--- config.mk ---
export PLATFORM = sky130hd
export DESIGN_NAME = uart_irq_ident
export DESIGN_NICKNAME = d
export VERILOG_FILES = /design/src/rtl/uart_irq_pkg.sv /design/src/rtl/uart_irq_timeout.sv /design/src/rtl/uart_irq_sources.sv /design/src/rtl/uart_irq_prio.sv /design/src/rtl/uart_irq_ident.sv
export SDC_FILE = /design/constraint.sdc
export NUM_CORES = 1
export LEC_CHECK = 0
export ABC_AREA = 0
export BUFFER_PORTS_ARGS = -buffer_cell sky130_fd_sc_hd__buf_2
export CORE_MARGIN = 2
export CORE_UTILIZATION = 55
export DETAILED_ROUTE_END_ITERATION = 8
export GPL_TIMING_DRIVEN = 0
export PLACE_DENSITY_LB_ADDON = 0.08
export SETUP_SLACK_MARGIN = 0.05
export SYNTH_ARGS = -nofsm -noshare
export SYNTH_HDL_FRONTEND = slang
export SYNTH_SLANG_ARGS = --single-unit
--- constraint.sdc ---
create_clock -name clk -period 2.65 [get_ports clk]
set_input_delay 0.1325 -clock clk [delete_from_list [all_inputs] [get_ports clk]]
set_output_delay 0.1325 -clock clk [all_outputs]
set_load 0.1 [all_outputs]
--- src/rtl/uart_irq_pkg.sv ---
package uart_irq_pkg;

    localparam logic [3:0] ID_NONE    = 4'b0001;
    localparam logic [3:0] ID_LINE    = 4'b0110;
    localparam logic [3:0] ID_RXDATA  = 4'b0100;
    localparam logic [3:0] ID_RXTMO   = 4'b1100;
    localparam logic [3:0] ID_TXEMPTY = 4'b0010;
    localparam logic [3:0] ID_MODEM   = 4'b0000;

    localparam int EN_RX    = 0;
    localparam int EN_TX    = 1;
    localparam int EN_LINE  = 2;
    localparam int EN_MODEM = 3;

    typedef struct packed {
        logic line;
        logic rxdata;
        logic rxtmo;
        logic txempty;
        logic modem;
    } pend_t;

endpackage

--- src/rtl/uart_irq_timeout.sv ---
module uart_irq_timeout #(
    parameter int CT_W = 16
) (
    input  logic            clk,
    input  logic            rst_n,
    input  logic            fifo_en,
    input  logic            rx_nonempty,
    input  logic            rx_push,
    input  logic            rx_pop,
    input  logic            rbr_rd,
    input  logic [CT_W-1:0] char_ticks,
    output logic            tmo
);
    localparam int TW = CT_W + 2;

    typedef struct packed {
        logic [TW-1:0] cnt;
        logic          tmo;
    } tmo_state_t;

    tmo_state_t st_q, st_d;
    logic [TW-1:0] window_last_d;
    logic          armed_d;

    always_comb begin
        st_d = st_q;
        if (char_ticks == '0) begin
            window_last_d = TW'(3);
        end else begin
            window_last_d = {char_ticks, 2'b00} - TW'(1);
        end
        armed_d = fifo_en && rx_nonempty && !rx_push && !rx_pop && !st_q.tmo;
        if (armed_d) begin
            if (st_q.cnt == window_last_d) begin
                st_d.cnt = '0;
                st_d.tmo = 1'b1;
            end else begin
                st_d.cnt = st_q.cnt + TW'(1);
            end
        end else begin
            st_d.cnt = '0;
        end
        if (!fifo_en || !rx_nonempty || rbr_rd) begin
            st_d.tmo = 1'b0;
        end
    end

    always_ff @(posedge clk or negedge rst_n) begin
        if (!rst_n) begin
            st_q <= '0;
        end else begin
            st_q <= st_d;
        end
    end

    assign tmo = st_q.tmo;
endmodule

--- src/rtl/uart_irq_sources.sv ---
module uart_irq_sources
    import uart_irq_pkg::*;
(
    input  logic       clk,
    input  logic       rst_n,
    input  logic       line_err_evt,
    input  logic       lsr_rd,
    input  logic       tx_empty_evt,
    input  logic       thr_write,
    input  logic       modem_evt,
    input  logic       msr_rd,
    input  logic       read_done,
    input  logic [3:0] shown_id,
    output logic       line_pend,
    output logic       tx_pend,
    output logic       modem_pend
);
    typedef struct packed {
        logic line;
        logic txempty;
        logic modem;
    } src_state_t;

    src_state_t st_q, st_d;

    always_comb begin
        st_d = st_q;
        if (lsr_rd)       st_d.line = 1'b0;
        if (line_err_evt) st_d.line = 1'b1;
        if (thr_write || (read_done && shown_id == ID_TXEMPTY)) st_d.txempty = 1'b0;
        if (tx_empty_evt) st_d.txempty = 1'b1;
        if (msr_rd)       st_d.modem = 1'b0;
        if (modem_evt)    st_d.modem = 1'b1;
    end

    always_ff @(posedge clk or negedge rst_n) begin
        if (!rst_n) begin
            st_q <= '0;
        end else begin
            st_q <= st_d;
        end
    end

    assign line_pend  = st_q.line;
    assign tx_pend    = st_q.txempty;
    assign modem_pend = st_q.modem;
endmodule

--- src/rtl/uart_irq_prio.sv ---
module uart_irq_prio
    import uart_irq_pkg::*;
(
    input  pend_t      pend,
    input  logic [3:0] src_en,
    input  logic       fifo_en,
    output logic [3:0] id
);
    always_comb begin
        if (pend.line && src_en[EN_LINE]) begin
            id = ID_LINE;
        end else if (pend.rxdata && src_en[EN_RX]) begin
            id = ID_RXDATA;
        end else if (pend.rxtmo && fifo_en && src_en[EN_RX]) begin
            id = ID_RXTMO;
        end else if (pend.txempty && src_en[EN_TX]) begin
            id = ID_TXEMPTY;
        end else if (pend.modem && src_en[EN_MODEM]) begin
            id = ID_MODEM;
        end else begin
            id = ID_NONE;
        end
    end
endmodule

--- src/rtl/uart_irq_ident.sv ---
module uart_irq_ident
    import uart_irq_pkg::*;
#(
    parameter int CT_W = 16
) (
    input  logic            clk,
    input  logic            rst_n,
    input  logic            fifo_en,
    input  logic [3:0]      src_en,
    input  logic [CT_W-1:0] char_ticks,
    input  logic            line_err_evt,
    input  logic            rx_avail,
    input  logic            rx_nonempty,
    input  logic            rx_push,
    input  logic            rx_pop,
    input  logic            tx_empty_evt,
    input  logic            thr_write,
    input  logic            modem_evt,
    input  logic            iir_rd,
    input  logic            lsr_rd,
    input  logic            rbr_rd,
    input  logic            msr_rd,
    output logic [7:0]      iir,
    output logic            irq
);
    typedef struct packed {
        logic [7:0] iir;
        logic       rd;
    } view_state_t;

    view_state_t vw_q, vw_d;
    pend_t       pend;
    logic [3:0]  id_now;
    logic        read_done;
    logic        line_pend, tx_pend, modem_pend, tmo_pend;

    assign read_done = vw_q.rd && !iir_rd;

    uart_irq_sources u_src (
        .clk          (clk),
        .rst_n        (rst_n),
        .line_err_evt (line_err_evt),
        .lsr_rd       (lsr_rd),
        .tx_empty_evt (tx_empty_evt),
        .thr_write    (thr_write),
        .modem_evt    (modem_evt),
        .msr_rd       (msr_rd),
        .read_done    (read_done),
        .shown_id     (vw_q.iir[3:0]),
        .line_pend    (line_pend),
        .tx_pend      (tx_pend),
        .modem_pend   (modem_pend)
    );

    uart_irq_timeout #(.CT_W(CT_W)) u_tmo (
        .clk         (clk),
        .rst_n       (rst_n),
        .fifo_en     (fifo_en),
        .rx_nonempty (rx_nonempty),
        .rx_push     (rx_push),
        .rx_pop      (rx_pop),
        .rbr_rd      (rbr_rd),
        .char_ticks  (char_ticks),
        .tmo         (tmo_pend)
    );

    always_comb begin
        pend.line    = line_pend;
        pend.rxdata  = rx_avail;
        pend.rxtmo   = tmo_pend;
        pend.txempty = tx_pend;
        pend.modem   = modem_pend;
    end

    uart_irq_prio u_prio (
        .pend    (pend),
        .src_en  (src_en),
        .fifo_en (fifo_en),
        .id      (id_now)
    );

    always_comb begin
        vw_d    = vw_q;
        vw_d.rd = iir_rd;
        if (!iir_rd) begin
            vw_d.iir = {fifo_en, fifo_en, 2'b00, id_now};
        end
    end

    always_ff @(posedge clk or negedge rst_n) begin
        if (!rst_n) begin
            vw_q.iir <= {4'b0000, ID_NONE};
            vw_q.rd  <= 1'b0;
        end else begin
            vw_q <= vw_d;
        end
    end

    assign iir = vw_q.iir;
    assign irq = !vw_q.iir[0];
endmodule

==> results of run 1 <==
==> area by class of cell <==
cell class	instances	area (sq um)	area share (%)
inverter	13	53.8	1.92
clock buffer	4	55.1	1.97
multi-input combinational	185	1370	48.9
buffer	17	136	4.87
tap	48	60.1	2.15
sequential	28	702	25.1
timing repair buffer	55	422	15.1
==> sequential cells by signal, indices dropped and copies added (netlist names) <==
signal            cells
u_src.tx_pend         1
u_tmo.st_q           18
iir                   5
vw_q                  1
u_src.line_pend       1
u_tmo.tmo             1
u_src.modem_pend      1
==> worst paths after layout <==
kind / from / to / cells past startpoint
setup / recovery: char_ticks[1] / u_tmo.st_q[10]$_DFF_PN0_ / 14
hold / removal: rbr_rd / u_tmo.tmo$_DFFE_PN0P_ / 2
setup reg to reg: u_tmo.st_q[7]$_DFF_PN0_ / u_tmo.st_q[10]$_DFF_PN0_ / 12
hold reg to reg: u_src.modem_pend$_DFFE_PN0P_ / u_src.modem_pend$_DFFE_PN0P_ / 1
max in group asynchronous: rst_n / u_tmo.st_q[9]$_DFF_PN0_ / 2
min in group asynchronous: rst_n / u_tmo.st_q[15]$_DFF_PN0_ / 2
==> worst reg2reg max path: stages (launching register included) <==
cell       delay, ps
dfrtp_1          330
clkbuf_1         320
xnor2_1          140
xnor2_1          150
a211o_1          270
a21oi_1          150
o221ai_1         170
a2111oi_4        400
a21o_1           190
buf_6            130
buf_12           110
buf_12           120
nor2_4            40
==> routing by layer <==
metal  vias up  routed length [um]
met4         0                 172
met1       953                2340
met5         -                   0
met2        79                2730
li1        984                   -
met3        18                 352
==> metrics by stage <==
step	util [%]	std cells	area, sq um	hold WS (ps)
global placement	65.3	330	2390	183
floorplan	-	243	2140	-163
finish	76.5	350	2800	16.7
detailed placement	65.3	330	2390	180
CTS	73.1	344	2680	14.4
global route	76.5	350	2800	1.89
==> cell usage in the layout, fill, tap and decap left out, types with 4 or more instances in the layout <==
master | netlist | layout
buf_4 | 8 | 16
buf_12 | 0 | 4
nor3_1 | 9 | 8
buf_2 | 1 | 37
nor2_2 | 0 | 9
nand2_1 | 14 | 14
o21ai_0 | 7 | 6
dfrtp_1 | 27 | 27
inv_1 | 13 | 11
clkbuf_8 | 0 | 4
or3_1 | 6 | 5
xnor2_1 | 20 | 20
nor2_4 | 0 | 5
nand3_1 | 12 | 12
xor2_1 | 11 | 11
a21o_1 | 5 | 5
nor2_1 | 34 | 20
clkbuf_1 | 5 | 5
nand4_1 | 4 | 4
nor4_1 | 5 | 5
==> timing repair <==
item | in CTS | in global routing
cloned | 2 | 0
pin swaps | 3 | 3
endpoints found under the hold margin | 28 | 0
endpoints found under the setup margin | 18 | 18
setup buffers | 6 | 6
hold buffers | 2 | 0
resized for setup | 18 | 20
==> cell families (layout without fill, tap and decap cells) <==
kind of cell | count (synthesis) | count (layout) | share of synthesized area (%)
compound gates | 41 | 41 | 15.0
xor+xnor | 32 | 32 | 14.0
fa+ha+maj | 2 | 2 | 1.19
buf+inv | 30 | 89 | 8.11
flops | 28 | 28 | 33.5
mux | 3 | 3 | 1.55
other cells | 1 | 2 | 0.179
simple gates | 105 | 105 | 26.5
==> power groups by stage <==
stage | registers, mW | logic, mW | clock network [mW]
2_1_floorplan | 0.454 | 0.181 | 0
4_1_cts | 0.448 | 0.272 | 0.266
5_1_grt | 0.450 | 0.304 | 0.289
3_5_place_dp | 0.457 | 0.249 | 0
3_3_place_gp | 0.456 | 0.247 | 0
6_report | 0.448 | 0.285 | 0.264
==> flow_metrics.py, run 1 <==
metrics = {
    "outcome": {
        "status": "finished, violations left",
        "violations": "negative setup slack",
    },
    "synth": {
        "yosysWarnings": 0,
        "syn_area_sq_mm": 0.00210,
        "synth-seq-cells": 28,
        "syn_area_per_cell_sq_um": 8.67,
        "yosysSeqAreaShare_pct": 33.5,
        "async_reset_ff_share_pct": 100,
        "synth_top_cell_by_area": "dfrtp_1",
        "synth_top_area_share_pct": 32.2,
        "synth_edf_count": 0,
        "ys.flop_type": "dfrtp_1",
        "ys_types": 56,
        "yosysMostFrequentCell": "nor2_1",
        "syn_inst": 242,
        "ys_top_cells_by_count": "nor2_1, dfrtp_1, xnor2_1",
        "synth_area_leaders": "dfrtp_1, xnor2_1, nor2_1",
    },
    "drt": {
        "firstDrtPassIters": 4,
        "drt-total-wl_um": 5590,
        "drtIter0Drc": 153,
        "wl_per_cell_um": 16.0,
        "ant_nets": 0,
        "via_per_inst": 5.81,
        "route.detailed.drc": 0,
        "route.vias.total": 2034,
    },
    "clock_tree": {
        "clk_pin_slew_worst_paths_ps": 90,
        "cts_tree": "yes",
        "cts.sinks": 28,
        "cts_buffers": 3,
        "cts_buffer_depth": 2,
        "htree_num_levels": 1,
        "cts-root-buf": "clkbuf_8",
        "clk_latency_ps": 280,
    },
    "floorplanning": {
        "fp.dieH_um": 65.8,
        "start_util_pct": 57.3,
        "die-area_sq_mm": 0.00433,
        "core_area_sq_mm": 0.00366,
        "rows": 22,
        "io_pins": 44,
        "fp.dieW_um": 65.8,
    },
    "cells_and_area": {
        "area_growth_pct": 33.4,
        "antennaDiodeCount": 0,
        "layout.nets": 340,
        "fill_cells": 266,
        "drive_above_1_share_pct": 33.4,
    },
    "min_path": {
        "hp-class": "in -> reg",
    },
    "setup_path": {
        "path_buf_inv": 5,
        "arrival_ps": 2860,
        "crit_family": "simple AND/OR/NAND/NOR gates",
        "end_kind": "flop",
        "startpoint_type": "input pin",
        "critPathMaxFanout": 5,
        "crit_top_cell": "buf_12",
        "worstSetupPathType": "in -> reg",
        "crit_chain": "buf_8 -> inv_4 -> ha_4 -> or4b_4 -> or3_4 -> a311oi_2 -> o2111ai_1 -> or3_1 -> a2111oi_4 -> a21o_1 -> buf_6 -> buf_12 -> buf_12 -> nor2_4",
        "crit_required_ps": 2820,
        "crit_slowest_cell": "or4b_4",
        "max_stage_delay_ps": 470,
        "rrSetupSlack_ps": 20,
    },
    "sta": {
        "min_period_over_period_pct": 102,
        "worstMarginPinSlew_ps": 611,
        "hold_viol_final": 0,
        "max_freq_ghz": 0.371,
        "slew_headroom_pct": 59.3,
        "tns_ps": -362,
        "setup_ws_ps": -42.1,
        "period_minus_slack_ps": 2690,
        "rsz0062_at_grt": "yes",
        "finalSetupViolCount": 17,
        "finClkSkew_ps": 4.21,
        "report.final.slew_viol_count": 0,
    },
    "global_route": {
        "grt_antenna_before_repair": 0,
        "grt_pass1_vias": 1894,
        "grt_overflow_total": 0,
        "met1_usage_pct": 33.6,
        "grt_pass1_wl_um": 8580,
        "grt.busiest_layer": "met2",
        "grtUsageTotal_pct": 25.8,
        "grt_max_degree": 29,
        "met3_usage_pct": 4.28,
        "use_met2_pct": 43.6,
    },
    "pwr": {
        "comb_power_share_pct": 28.6,
        "switching_share_pct": 32.3,
        "power_frac_seq_pct": 44.9,
        "clkPwrFrac_pct": 26.5,
        "total_power_mw": 0.998,
        "internal-power_mw": 0.676,
        "p_leak_nw": 1.12,
        "ir_drop_mv": 0.350,
        "power_switching_mw": 0.322,
        "power_density_mw_per_mm2": 356,
    },
    "placed_design": {
        "dp_hpwl_um": 3850,
        "io_buffers": 39,
        "place_congestion": 0.930,
        "place_ws_ps": -460,
    },
    "flow_run": {
        "cap_violations": 0,
    },
}
No activity file was read; power rests on OpenSTA's default activity.
==> inputs of run 2 (changes only) <==
BUFFER_PORTS_ARGS = not set   (was -buffer_cell sky130_fd_sc_hd__buf_2)
CORE_MARGIN = 5   (was 2)
CORE_UTILIZATION = 60   (was 55)
DONT_BUFFER_PORTS = 1   (was not set)
clock period = 2.9 ns   (was 2.65 ns; I/O delays follow)
==> run 2 against run 1 <==
Compared with the run above:
- the flow now finishes without violations
- combinational power decreased by 29%
- largest cell class unchanged
- sequential power decreased by 8.5%
- final area decreased by 15%
- die area increased by 11%
- final cell count decreased by 12%
- non-clock buffer count decreased by 39
- routed wire length decreased by 12%
- highest routed layer unchanged
==> flow_metrics.py, run 2 (synthesis results as in run 1) <==
metrics = {
    "clock_tree": {
        "clk_latency_ps": 320,
        "cts_buffer_depth": 2,
        "clk_pin_slew_worst_paths_ps": 150,
        "cts.sinks": 28,
        "postCtsSetupBuffers": 0,
        "htree_num_levels": 1,
        "cts_buffers": 3,
        "cts-root-buf": "clkbuf_4",
        "cts_tree": "yes",
    },
    "sta": {
        "worstMarginPinSlew_ps": 818,
        "finClkSkew_ps": 10.7,
        "slew_headroom_pct": 45.4,
        "hold_viol_final": 0,
        "max_freq_ghz": 0.374,
        "report.final.slew_viol_count": 0,
        "whs_ps": 12.6,
        "tns_ps": 0,
        "period_minus_slack_ps": 2680,
        "rsz0062_at_grt": "no",
        "finalSetupViolCount": 0,
        "min_period_over_period_pct": 92.3,
    },
    "drt": {
        "drt-total-wl_um": 4900,
        "ant_nets": 0,
        "route.vias.total": 1802,
        "route.detailed.drc": 0,
        "firstDrtPassIters": 4,
        "wl_per_cell_um": 15.9,
        "via_per_inst": 5.83,
        "drtIter0Drc": 191,
    },
    "cells_and_area": {
        "multiInputGateArea_sq_mm": 0.00124,
        "most-common-layout-cells": "nor2_1, dfrtp_1, xnor2_1, dlygate4sd3_1, nand2_1",
        "stdcell_area_sq_mm": 0.00237,
        "regMostFlops": "u_tmo.st_q",
        "layout.nets": 301,
        "drive_above_1_share_pct": 10.3,
        "mostFrequentLayoutCell": "nor2_1",
        "fill_cells": 291,
        "antennaDiodeCount": 0,
        "regArea_sq_um": 702,
        "area_growth_pct": 13.1,
        "largest_register_ffs": 18,
        "finalNonFillerCells": 309,
        "reg_top3": "u_tmo.st_q (18), iir (5)",
    },
    "floorplanning": {
        "fp.dieH_um": 69.1,
        "start_util_pct": 62.4,
        "core_area_sq_mm": 0.00336,
        "die-area_sq_mm": 0.00478,
        "rows": 21,
        "io_pins": 44,
        "fp.dieW_um": 69.1,
    },
    "setup_path": {
        "startpoint_type": "input pin",
        "arrival_ps": 2900,
        "r2r_end": "u_tmo.st_q[12]$_DFF_PN0_",
        "crit_required_ps": 3120,
        "rrSetupSlack_ps": 410,
        "worstSetupPathType": "in -> reg",
        "reg2regPathDepth": 11,
        "end_kind": "flop",
        "r2r_start": "u_tmo.st_q[7]$_DFF_PN0_",
        "critPathMaxFanout": 10,
    },
    "placed_design": {
        "place_congestion": 0.859,
        "dpl_cell_area_sq_mm": 0.00216,
        "dp_cells": 289,
        "io_buffers": 0,
        "dp_hpwl_um": 3650,
    },
    "pwr": {
        "total_power_mw": 0.797,
        "p_leak_nw": 0.895,
        "ir_drop_mv": 0.368,
        "power_density_mw_per_mm2": 336,
    },
    "global_route": {
        "grt_overflow_total": 0,
        "grt_antenna_before_repair": 0,
        "grtUsageTotal_pct": 21.0,
        "grt_pass1_wl_um": 8380,
        "grt_max_degree": 29,
        "grt_pass1_vias": 1751,
    },
    "outcome": {
        "status": "finished clean",
    },
    "min_path": {
        "hp-start": "thr_write",
        "hold_end": "u_src.tx_pend$_DFFE_PN0P_",
        "whs_path_depth": 2,
        "hp-class": "in -> reg",
    },
    "flow_run": {
        "cap_violations": 0,
    },
}
[run 2: changes by cell type in the layout (fill, tap and decap cells not counted), moves of 3 or more]
cell	change
buf_2	-36
nor2_1	+14
dlygate4sd3_1	+13
nor2_2	-9
buf_4	-8
nor2_4	-5
buf_12	-3
clkbuf_4	+3
clkbuf_8	-3
[run 2: area by class of cell]
class | instances | area share (%)
Multi-Input combinational cell | 185 | 52.1
Clock buffer | 4 | 1.53
Timing Repair Buffer | 16 | 7.17
Sequential cell | 28 | 29.6
Tap cell | 46 | 2.43
Inverter | 13 | 2.06
Buffer | 17 | 5.12
[run 2: worst max path at each step]
stage	startpoint	end	slack, ps	cells past startpoint
global route	char_ticks[0]	u_tmo.st_q[14]$_DFF_PN0_	120	12
finish	char_ticks[0]	u_tmo.st_q[12]$_DFF_PN0_	220	12
floorplan	char_ticks[0]	u_tmo.st_q[10]$_DFF_PN0_	170	12
global placement	char_ticks[0]	u_tmo.st_q[12]$_DFF_PN0_	-410	12
CTS	char_ticks[0]	u_tmo.st_q[12]$_DFF_PN0_	240	12
detailed placement	char_ticks[0]	u_tmo.st_q[11]$_DFF_PN0_	-390	12
[run 2: repair_timing]
item	4_1_cts	5_1_grt
gates resized for setup	1	0
hold endpoints to repair	36	1
hold buffers	15	1
endpoints found under the setup margin	10	0
[run 2: critical path, stage by stage]
cell and delay, ps:
inv_1 30, ha_1 190, or4b_4 510, or3_1 340, a311oi_1 300, o2111ai_1 150, or3_1 390, a2111oi_2 310
a21o_1 200, buf_6 140, buf_8 130, nor2_1 50
[run 2: stage by stage]
| stage | util, % | setup WS [ps] |
|---|---|---|
| after detailed placement | 64.2 | -390 |
| after global placement | 64.2 | -408 |
| after floorplan | - | 166 |
| final | 70.5 | 223 |
| after CTS | 70.2 | 240 |
| after global routing | 70.5 | 116 |
[run 2: layer usage]
layer	GRT usage [%]	share of wire (%)	vias up
li1	-	-	904
met1	30.1	46	856
met2	33.4	48	40
met3	4.80	5.2	2
met4	2.60	0.43	0
met5	0	0	-
[run 2: power by group]
part           switching, mW  internal [mW]
Clock                  0.107         0.0768
Sequential           0.00798          0.402
Combinational          0.136         0.0671
==> inputs of run 3 (changes only) <==
PLACE_DENSITY = 0.8   (was not set)
PLACE_DENSITY_LB_ADDON = not set   (was 0.08)
==> run 3 against run 2 <==
Compared with the run above:
- sequential share of layout area shrank 0.078 points
- count of clock-buffer cells in the layout shrank 1
- total power grew 8.4%
- setup slack gained 10 ps
- final cell count shrank 0.32%
- sequential cell count is the same
- critical path depth is the same
- final area grew 0.26%
- critical path type unchanged
- critical endpoint is now u_tmo.st_q[16]$_DFF_PN0_
- largest cell class unchanged
- highest routed layer unchanged
==> flow_metrics.py, run 3 (synthesis results as in run 1) <==
metrics = {
    "clock_tree": {
        "cts_tree": "yes",
        "cts-root-buf": "clkbuf_4",
        "cts.sinks": 28,
        "cts_buffer_depth": 2,
        "clk_pin_slew_worst_paths_ps": 140,
        "postCtsSetupBuffers": 0,
        "cts_buffers": 3,
        "clk_latency_ps": 320,
        "htree_num_levels": 1,
    },
    "setup_path": {
        "startpoint_type": "input pin",
        "crit_required_ps": 3120,
        "worstSetupPathType": "in -> reg",
        "critPathMaxFanout": 10,
        "rrSetupSlack_ps": 360,
        "arrival_ps": 2890,
        "end_kind": "flop",
    },
    "floorplanning": {
        "core_area_sq_mm": 0.00336,
        "start_util_pct": 62.4,
        "rows": 21,
        "fp.dieH_um": 69.1,
        "die-area_sq_mm": 0.00478,
        "io_pins": 44,
        "fp.dieW_um": 69.1,
    },
    "drt": {
        "drt-total-wl_um": 4990,
        "drtIter0Drc": 154,
        "route.vias.total": 1866,
        "firstDrtPassIters": 4,
        "via_per_inst": 6.06,
        "ant_nets": 0,
        "route.detailed.drc": 0,
        "wl_per_cell_um": 16.2,
    },
    "cells_and_area": {
        "mostFrequentLayoutCell": "nor2_1",
        "area_growth_pct": 13.4,
        "final_util_pct": 70.7,
        "regArea_sq_um": 702,
        "antennaDiodeCount": 0,
        "fill_cells": 288,
        "largest_register_ffs": 18,
        "drive_above_1_share_pct": 10.3,
        "layout.nets": 300,
        "reg_top3": "u_tmo.st_q (18), iir (5)",
        "multiInputGateArea_sq_mm": 0.00124,
        "regMostFlops": "u_tmo.st_q",
        "most-common-layout-cells": "nor2_1, dfrtp_1, xnor2_1, nand2_1, dlygate4sd3_1",
    },
    "pwr": {
        "switching_share_pct": 29.6,
        "clkPwrFrac_pct": 28.9,
        "power_frac_seq_pct": 47.5,
        "power_density_mw_per_mm2": 363,
        "power_switching_mw": 0.256,
        "internal-power_mw": 0.608,
        "ir_drop_mv": 0.441,
        "comb_power_share_pct": 23.6,
        "p_leak_nw": 0.898,
        "total_power_mw": 0.864,
    },
    "placed_design": {
        "place_congestion": 0.943,
        "dp_hpwl_um": 3690,
        "io_buffers": 0,
    },
    "sta": {
        "report.final.slew_viol_count": 0,
        "slew_headroom_pct": 43.7,
        "finClkSkew_ps": 7.44,
        "worstMarginPinSlew_ps": 843,
        "rsz0062_at_grt": "no",
        "period_minus_slack_ps": 2670,
        "min_period_over_period_pct": 91.9,
        "hold_viol_final": 0,
        "finalSetupViolCount": 0,
        "max_freq_ghz": 0.375,
    },
    "min_path": {
        "hp-class": "in -> reg",
    },
    "flow_run": {
        "cap_violations": 0,
    },
    "global_route": {
        "grt_antenna_before_repair": 0,
        "grt_max_degree": 29,
        "grtUsageTotal_pct": 21.2,
        "grt_pass1_wl_um": 8420,
        "grt_pass1_vias": 1742,
        "grt_overflow_total": 0,
    },
    "outcome": {
        "status": "finished clean",
    },
}
==> run 3: cell types whose count changed in the layout (fill, tap and decap cells not counted) <==
cell / change
dlygate4sd3_1: -1
bufinv_16: +1
clkbuf_8: -1
==> run 3: metal layers <==
metal,wire length (um),vias up,part of all wire (%),GRT usage [%]
met1,2110,876,42,29.4
met5,0,-,0,0
li1,-,903,-,-
met3,402,4,8.1,4.65
met2,2450,83,49,34.2
met4,31,0,0.62,3.90
==> run 3: cell type report <==
class	instances	share of cell area, %
inverters	13	2.05
plain buffers	17	5.10
repair buffers	15	6.73
flip-flops and latches	28	29.5
clock buffers	3	0.947
clock inverters	1	1.26
multi-input cells	185	52.0
well taps	46	2.42
==> run 3: power by group through the flow <==
| stage | clock network (mW) | registers, mW | logic, mW |
|---|---|---|---|
| 2_1_floorplan | 0 | 0.415 | 0.161 |
| 3_3_place_gp | 0 | 0.417 | 0.174 |
| 3_5_place_dp | 0 | 0.418 | 0.176 |
| 4_1_cts | 0.258 | 0.410 | 0.204 |
| 5_1_grt | 0.273 | 0.412 | 0.216 |
| 6_report | 0.250 | 0.410 | 0.204 |
==> run 3: metrics by stage <==
step	setup TNS [ps]	setup WS [ps]	instances	cell area, sq um	hold slack, ps
final	0	234	308	2380	5.97
after detailed placement	-5550	-376	289	2160	-150
after floorplan	0	166	243	2100	-151
after global placement	-5870	-382	289	2160	-150
after CTS	0	232	308	2380	3.19
after global routing	0	99.5	308	2380	14.8
==> run 3: what timing repair did <==
item                                    4_1_cts  5_1_grt
resized for setup                             1        0
endpoints found under the setup margin       10        0
hold buffers                                 15        0
hold endpoints to repair                     36        0
==> run 3: path summary, 6_finish.rpt <==
| check | cells past startpoint | end | start |
|---|---|---|---|
| max | 12 | u_tmo.st_q[16]$_DFF_PN0_ | char_ticks[0] |
| min | 2 | iir[0]$_DFFE_PN1N_ | src_en[3] |
| max reg2reg | 11 | u_tmo.st_q[16]$_DFF_PN0_ | u_tmo.st_q[7]$_DFF_PN0_ |
| min reg2reg | 1 | u_tmo.st_q[1]$_DFF_PN0_ | u_tmo.st_q[1]$_DFF_PN0_ |
| max in group asynchronous | 2 | iir[0]$_DFFE_PN1N_ | rst_n |
| min in group asynchronous | 2 | u_tmo.st_q[9]$_DFF_PN0_ | rst_n |
==> run 3: critical path, cell delays in order <==
cell and delay, ps:
inv_1 30, ha_1 220, or4b_4 520, or3_1 350, a311oi_1 290, o2111ai_1 130, or3_1 390, a2111oi_2 280
a21o_1 190, buf_6 140, buf_8 130, nor2_1 60
